==> config.mk <==
export PLATFORM = sky130hd
export DESIGN_NAME = wdt_guard
export DESIGN_NICKNAME = d
export VERILOG_FILES = /design/src/rtl/wdt_pkg.sv /design/src/rtl/wdt_rst_sync.sv /design/src/rtl/wdt_unlock.sv /design/src/rtl/wdt_counter.sv /design/src/rtl/wdt_ctrl.sv /design/src/rtl/wdt_guard.sv
export SDC_FILE = /design/constraint.sdc
export NUM_CORES = 1
export LEC_CHECK = 0
export CORE_MARGIN = 1.5
export CORE_UTILIZATION = 30
export DETAILED_ROUTE_END_ITERATION = 10
export RECOVER_POWER = 25
export SETUP_SLACK_MARGIN = 0.2
export SYNTH_ARGS = -nofsm -noshare
export SYNTH_HDL_FRONTEND = slang
export SYNTH_SLANG_ARGS = --single-unit
==> constraint.sdc <==
create_clock -name clk -period 1.1 [get_ports clk]
set_input_delay 0.165 -clock clk [delete_from_list [all_inputs] [get_ports clk]]
set_output_delay 0.165 -clock clk [all_outputs]
set_load 0.02 [all_outputs]
==> src/rtl/wdt_pkg.sv <==
package wdt_pkg;
  localparam logic       ADDR_CTRL = 1'b0;
  localparam logic       ADDR_KEY  = 1'b1;
  localparam logic [7:0] KEY_FIRST  = 8'hAA;
  localparam logic [7:0] KEY_SECOND = 8'h55;

  localparam int BIT_RESTART = 0;
  localparam int BIT_ENABLE  = 1;
  localparam int BIT_FLAG    = 2;

  typedef enum logic [1:0] {
    UL_IDLE  = 2'd0,
    UL_ARMED = 2'd1,
    UL_OPEN  = 2'd2
  } unlock_st_e;
endpackage

==> src/rtl/wdt_rst_sync.sv <==
module wdt_rst_sync (
  input  logic clk,
  input  logic arst_n,
  output logic rst_n_s
);
  logic [1:0] sync_q;

  always_ff @(posedge clk or negedge arst_n) begin
    if (!arst_n) sync_q <= 2'b00;
    else         sync_q <= {sync_q[0], 1'b1};
  end

  assign rst_n_s = sync_q[1];
endmodule

==> src/rtl/wdt_unlock.sv <==
module wdt_unlock #(
  parameter int WIN = 3
) (
  input  logic       clk,
  input  logic       rst_n,
  input  logic       key_wr,
  input  logic       ctrl_wr,
  input  logic [7:0] wdata,
  output logic       open
);
  import wdt_pkg::*;

  localparam int WW = $clog2(WIN + 1);

  unlock_st_e    st_q, st_d;
  logic [WW-1:0] win_q, win_d;
  logic          upd;

  // Next-state logic
  always_comb begin
    st_d  = st_q;
    win_d = win_q;
    if (key_wr && wdata == KEY_FIRST) begin
      st_d  = UL_ARMED;
      win_d = '0;
    end else begin
      case (st_q)
        UL_ARMED: begin
          if (key_wr && wdata == KEY_SECOND) begin
            st_d  = UL_OPEN;
            win_d = WW'(WIN);
          end else begin
            st_d = UL_IDLE;
          end
        end
        UL_OPEN: begin
          if (ctrl_wr || key_wr || win_q == WW'(1)) begin
            st_d  = UL_IDLE;
            win_d = '0;
          end else begin
            win_d = win_q - WW'(1);
          end
        end
        default: begin
          st_d  = UL_IDLE;
          win_d = '0;
        end
      endcase
    end
  end

  // Clock enable: idle with no key write holds state
  assign upd = key_wr || (st_q != UL_IDLE);

  always_ff @(posedge clk or negedge rst_n) begin
    if (!rst_n) begin
      st_q  <= UL_IDLE;
      win_q <= '0;
    end else if (upd) begin
      st_q  <= st_d;
      win_q <= win_d;
    end
  end

  assign open = (st_q == UL_OPEN);
endmodule

==> src/rtl/wdt_counter.sv <==
module wdt_counter #(
  parameter int BASE_EXP = 17,
  parameter int STEP_EXP = 3,
  parameter int DIV_W    = 2,
  parameter int SEL_W    = 2,
  localparam int N_SEL   = 1 << SEL_W,
  localparam int CNT_W   = BASE_EXP + STEP_EXP * (N_SEL - 1),
  localparam int PRE_W   = 1 << DIV_W,
  localparam int SH_W    = $clog2(PRE_W + 1)
) (
  input  logic             clk,
  input  logic             rst_n,
  input  logic             restart,
  input  logic [SEL_W-1:0] sel,
  input  logic [DIV_W-1:0] div,
  input  logic             fast,
  output logic             expire,
  output logic [CNT_W-1:0] cnt
);
  logic [PRE_W-1:0] pre_q, pre_d, pre_last;
  logic [CNT_W-1:0] cnt_q, cnt_d, cnt_last;
  logic [SH_W-1:0]  shift;
  logic [PRE_W:0]   one_sh;
  logic [CNT_W-1:0] lim [N_SEL];
  logic             tick;

  // Terminal count per timeout select
  for (genvar g = 0; g < N_SEL; g++) begin : g_lim
    localparam int E = BASE_EXP + STEP_EXP * g;
    assign lim[g] = CNT_W'((64'd1 << E) - 64'd1);
  end

  // Prescale period
  assign shift    = SH_W'(div) + SH_W'(!fast);
  assign one_sh   = (PRE_W + 1)'(1) << shift;
  assign pre_last = PRE_W'(one_sh - (PRE_W + 1)'(1));
  assign tick     = (pre_q == pre_last);
  assign cnt_last = lim[sel];
  assign expire   = tick && (cnt_q == cnt_last) && !restart;

  always_comb begin
    pre_d = pre_q;
    cnt_d = cnt_q;
    if (restart) begin
      pre_d = '0;
      cnt_d = '0;
    end else if (tick) begin
      pre_d = '0;
      cnt_d = (cnt_q == cnt_last) ? '0 : cnt_q + CNT_W'(1);
    end else begin
      pre_d = pre_q + PRE_W'(1);
    end
  end

  always_ff @(posedge clk or negedge rst_n) begin
    if (!rst_n) begin
      pre_q <= '0;
      cnt_q <= '0;
    end else begin
      pre_q <= pre_d;
      cnt_q <= cnt_d;
    end
  end

  assign cnt = cnt_q;
endmodule

==> src/rtl/wdt_ctrl.sv <==
module wdt_ctrl (
  input  logic       clk,
  input  logic       rst_n,
  input  logic       ctrl_wr,
  input  logic [2:0] wbits,
  input  logic       open,
  input  logic       expire,
  output logic       restart,
  output logic       en,
  output logic       flag,
  output logic       rst_req
);
  import wdt_pkg::*;

  logic en_q, en_d, flag_q, flag_d, req_q, req_d;
  logic prot_ok;

  assign prot_ok = ctrl_wr && open;
  assign restart = prot_ok && wbits[BIT_RESTART];

  always_comb begin
    en_d = prot_ok ? wbits[BIT_ENABLE] : en_q;
    if (expire)                            flag_d = 1'b1;
    else if (ctrl_wr && !wbits[BIT_FLAG])  flag_d = 1'b0;
    else                                   flag_d = flag_q;
    req_d = expire && en_q;
  end

  always_ff @(posedge clk or negedge rst_n) begin
    if (!rst_n) begin
      en_q   <= 1'b0;
      flag_q <= 1'b0;
      req_q  <= 1'b0;
    end else begin
      en_q   <= en_d;
      flag_q <= flag_d;
      req_q  <= req_d;
    end
  end

  assign en      = en_q;
  assign flag    = flag_q;
  assign rst_req = req_q;
endmodule

==> src/rtl/wdt_guard.sv <==
module wdt_guard #(
  parameter int BASE_EXP = 17,
  parameter int STEP_EXP = 3,
  parameter int DIV_W    = 2,
  parameter int WIN      = 3,
  localparam int CNT_W   = BASE_EXP + STEP_EXP * 3
) (
  input  logic             clk,
  input  logic             arst_n,
  input  logic             wr_en,
  input  logic             addr,
  input  logic [7:0]       wdata,
  output logic [7:0]       rdata,
  input  logic [1:0]       tmo_sel,
  input  logic [DIV_W-1:0] clk_div,
  input  logic             clk_fast,
  output logic             rst_req
);
  import wdt_pkg::*;

  logic             rst_n_s;
  logic             key_wr, ctrl_wr, open, expire, restart, en, flag;
  logic [CNT_W-1:0] cnt;

  assign key_wr  = wr_en && (addr == ADDR_KEY);
  assign ctrl_wr = wr_en && (addr == ADDR_CTRL);

  wdt_rst_sync u_sync (
    .clk     (clk),
    .arst_n  (arst_n),
    .rst_n_s (rst_n_s)
  );

  wdt_unlock #(.WIN(WIN)) u_unlock (
    .clk     (clk),
    .rst_n   (rst_n_s),
    .key_wr  (key_wr),
    .ctrl_wr (ctrl_wr),
    .wdata   (wdata),
    .open    (open)
  );

  wdt_counter #(
    .BASE_EXP (BASE_EXP),
    .STEP_EXP (STEP_EXP),
    .DIV_W    (DIV_W),
    .SEL_W    (2)
  ) u_cnt (
    .clk     (clk),
    .rst_n   (rst_n_s),
    .restart (restart),
    .sel     (tmo_sel),
    .div     (clk_div),
    .fast    (clk_fast),
    .expire  (expire),
    .cnt     (cnt)
  );

  wdt_ctrl u_ctrl (
    .clk     (clk),
    .rst_n   (rst_n_s),
    .ctrl_wr (ctrl_wr),
    .wbits   (wdata[2:0]),
    .open    (open),
    .expire  (expire),
    .restart (restart),
    .en      (en),
    .flag    (flag),
    .rst_req (rst_req)
  );

  always_comb begin
    rdata = 8'h00;
    if (addr == ADDR_CTRL) begin
      rdata[BIT_ENABLE] = en;
      rdata[BIT_FLAG]   = flag;
    end
  end
endmodule

==> metrics.md <==
| Metric | Value |
|---|---|
| Status | finished with violations |
| Failing checks | setup timing |
| CTS tree | done |
| Fraction of layout cells with a size suffix above 1 | 0.479 |
| Dominant cell type by area after synthesis | dfrtp_1 |
| Pre-antenna DRT Iters | 4 |
| Max VDD drop | a little under 600 µV |
| Grt ovf | 0 |
| FP Rows | 32 |
| Synthesized area per cell | 9.24 µm² |
| Slew Viols, Final | 0 |
| Crit-path max FO | 7 |
| Mux share of post-synthesis cell area | 0.0226 |
| Max Cap Viol | 0 |
| Fillers | approximately 720 |
| Die X | just over 90 µm |
| Number of synthesized flops with an enable pin | 0 |
| IO Count | 26 |
| Die area | roughly 8500 µm² |
| WL/cell | 14.7 µm |
| Unrepaired setup endpoints after global routing | true |
| Worst-case reg-to-reg path depth | 6 |
| Primary FF master, synth | dfrtp_1 |
| Synth top area share | 0.409 |
| Post-Synth XOR/XNOR Area | 0.0184 |
| Commonest non-fill, non-tap cell in the layout | buf_4 |
| Placeable Area | about 7700 µm² |
| Longest Clk Path Bufs | 2 |
| Post-DRT Antenna Nets | 0 |
| Power density over the cells | 1300 nW/µm² |
| Placed insts | 448 |
| Ranking of synthesized cells by area | dfrtp_1, a21oi_1, or4_1 |
| CTS root buf | clkbuf_8 |
| Critical path class | input pin to flop |
| Largest net degree at the start of global routing | 38 |
| Yosys warnings | 0 |
| GR Util All Layers | 0.168 |
| Final WL | between 6000 and 7000 µm |
| Yosys reg bits | 39 |
| Register area share after synthesis | 0.409 |
| First-pass GRT wire length | between 10,000 and 15,000 µm |
| Synth Area in Compound Gates | 0.177 |
| # setup viols final | 38 |
| Initial detailed-routing violation count | ~160 |
| Initial Util | 0.308 |
| Die outline height | about 92 µm |
| Vias per cell | just over 5 |
| CP startpoint kind | input pin |
| Ant diodes | 0 |
| Final std cells w/o fill | 467 |
| Antenna violations before repair | 0 |
| Setup ws final | -1370 ps |
| Synth async-reset ratio | 1.00 |
| Area growth, synth to finish | 64.5% |
| Slew HR | 0.651 |
| DR vias | approximately 2,400 |
| Fraction of the mapped netlist area in simple logic gates | 0.265 |
| Htree depth | 2 |
| Leakage | ~1.7 nW |
| Post-Synth Adder-Cell Area | 0.0472 |
| CTS clk-pin slew, worst paths | around 80 ps |
| Worst skew pair latency | roughly 300 ps |
| Netlist cell types | 42 |
| GPL Wtd Cong | 0.772 |
| Fin nets | 390 |
| Worst-margin pin slew | about 520 ps |
| Arr. time, crit path | ~2700 ps |
| DP HPWL | between 4000 and 5000 µm |
| Worst Path Required | roughly 1300 ps |
| Vias in the first global route | about 2,400 |
| Pwr Total | between 5 and 6 mW |
| Max Freq | 405 MHz |
| TritonCTS buffer count | 5 |
| TritonCTS Sinks | 39 |
| Number of hold violations in the final report | 0 |
| Post-Syn Instances | between 200 and 300 |
| Post-CTS Hold Fix Bufs | 0 |
| Crit end category | flop |
| Most frequent cells in the layout | buf_4, dfrtp_1, a21oi_2 |
| Largest family of logic cells by synthesized area | simple AND/OR/NAND/NOR gates |
| Worst min-delay path class | input pin to asynchronous set/reset pin |
| Synthesized area | between 2000 and 2500 µm² |
| Clock period minus worst slack | between 2000 and 2500 ps |
| Fin Clk Skew | between 9 and 10 ps |
| Crit share post-route | 2.25 |
| Drt drc | 0 |
| Number of buffers added on ports | 19 |
## synthesized netlist by cell type (4+ instances only)
cell type,instances
a21oi_1,29
and2_1,4
and3_1,5
buf_2,5
buf_4,6
clkbuf_1,4
dfrtp_1,39
ha_1,9
inv_1,11
nand2_1,13
nand3_1,10
nand4_1,14
nor2_1,12
nor4bb_1,4
o21ai_0,15
o31ai_1,14
or3_1,14
or4_1,16
## registers in the layout (all words and copies together) (netlist names)
name,flops
u_cnt.cnt,26
u_cnt.pre_q,4
u_ctrl.en,1
u_ctrl.flag,1
u_ctrl.rst_req,1
u_sync.sync_q,2
u_unlock.st_q,2
u_unlock.win_q,2
## routing by layer
metal	GRT usage	routed length [µm]	up-vias
li1	-	-	1176
met1	0.212	3020	1181
met2	0.293	3470	59
met3	0.0323	269	9
met5	0	0	-
met4	0.0436	80	0
## through the flow
| stage | util | hold slack [ps] | instance area [µm²] | TNS (ps) | worst slack, ps |
|---|---|---|---|---|---|
| final | 0.507 | 82.8 | 3920 | -40790 | -1370 |
| after global routing | 0.507 | 70.9 | 3920 | -43360 | -1430 |
| after CTS | 0.491 | 11.9 | 3790 | -43790 | -1480 |
| after detailed placement | 0.434 | 233 | 3350 | -70280 | -2250 |
| after global placement | 0.434 | 233 | 3350 | -68870 | -2200 |
| after floorplan | - | -131 | 2500 | -41100 | -1410 |
## cell type report
type	count	area, µm²	area share
clock buffer	6	82.6	0.0211
clock inverter	2	35.0	0.00894
inverter	11	56.3	0.0144
multi-input combinational	197	1670	0.426
sequential	39	977	0.249
tap	102	128	0.0326
timing repair buffer	110	972	0.248
## what timing repair did
action / 4_1_cts / 5_1_grt
resized for setup: 76 / 42
cloned: 3 / 0
buffers inserted: 7 / 1
pin swaps: 32 / 29
setup endpoints to repair: 40 / 40
## cells by family (layout without fill, tap and decap cells)
group                      Yosys count  after routing
other                                2              7
AOI/OAI and AO/OA                   67             67
xor gates and xnor gates             5              5
DFF                                 39             39
muxes                                5              5
buffers and inverters               27            129
adders and majority gates            9              9
and+or+nand+nor                    104            104
## path summary, 6_finish.rpt
check	endpoint	start	slack, ps
max	u_cnt.cnt[25]	clk_fast	-1370
min	u_sync.sync_q[0]	arst_n	80
max reg2reg	u_cnt.cnt[25]	u_cnt.pre_q[2]	-1020
min reg2reg	u_unlock.win_q[0]	u_sync.sync_q[1]	350
max in group asynchronous	u_cnt.cnt[4]	u_sync.sync_q[1]	390
min in group clk	u_ctrl.en	wdata[1]	250
## report_power, final
part / leakage (nW) / total (mW) / switching [mW] / internal, mW
clock network: 0.0612 / 1.26 / 0.528 / 0.734
logic: 1.08 / 2.07 / 0.933 / 1.14
registers: 0.526 / 1.78 / 0.171 / 1.61
total: 1.66 / 5.11 / 1.63 / 3.48
## critical path, cell delays in order
cell,delay (ps)
buf_8,90
inv_12,30
ha_4,150
ha_4,210
or3_4,330
ha_4,180
xor2_4,230
mux2i_4,300
a31oi_4,170
buf_12,190
or4_4,510
a21oi_2,140
Power figures use the tool's default switching activity.
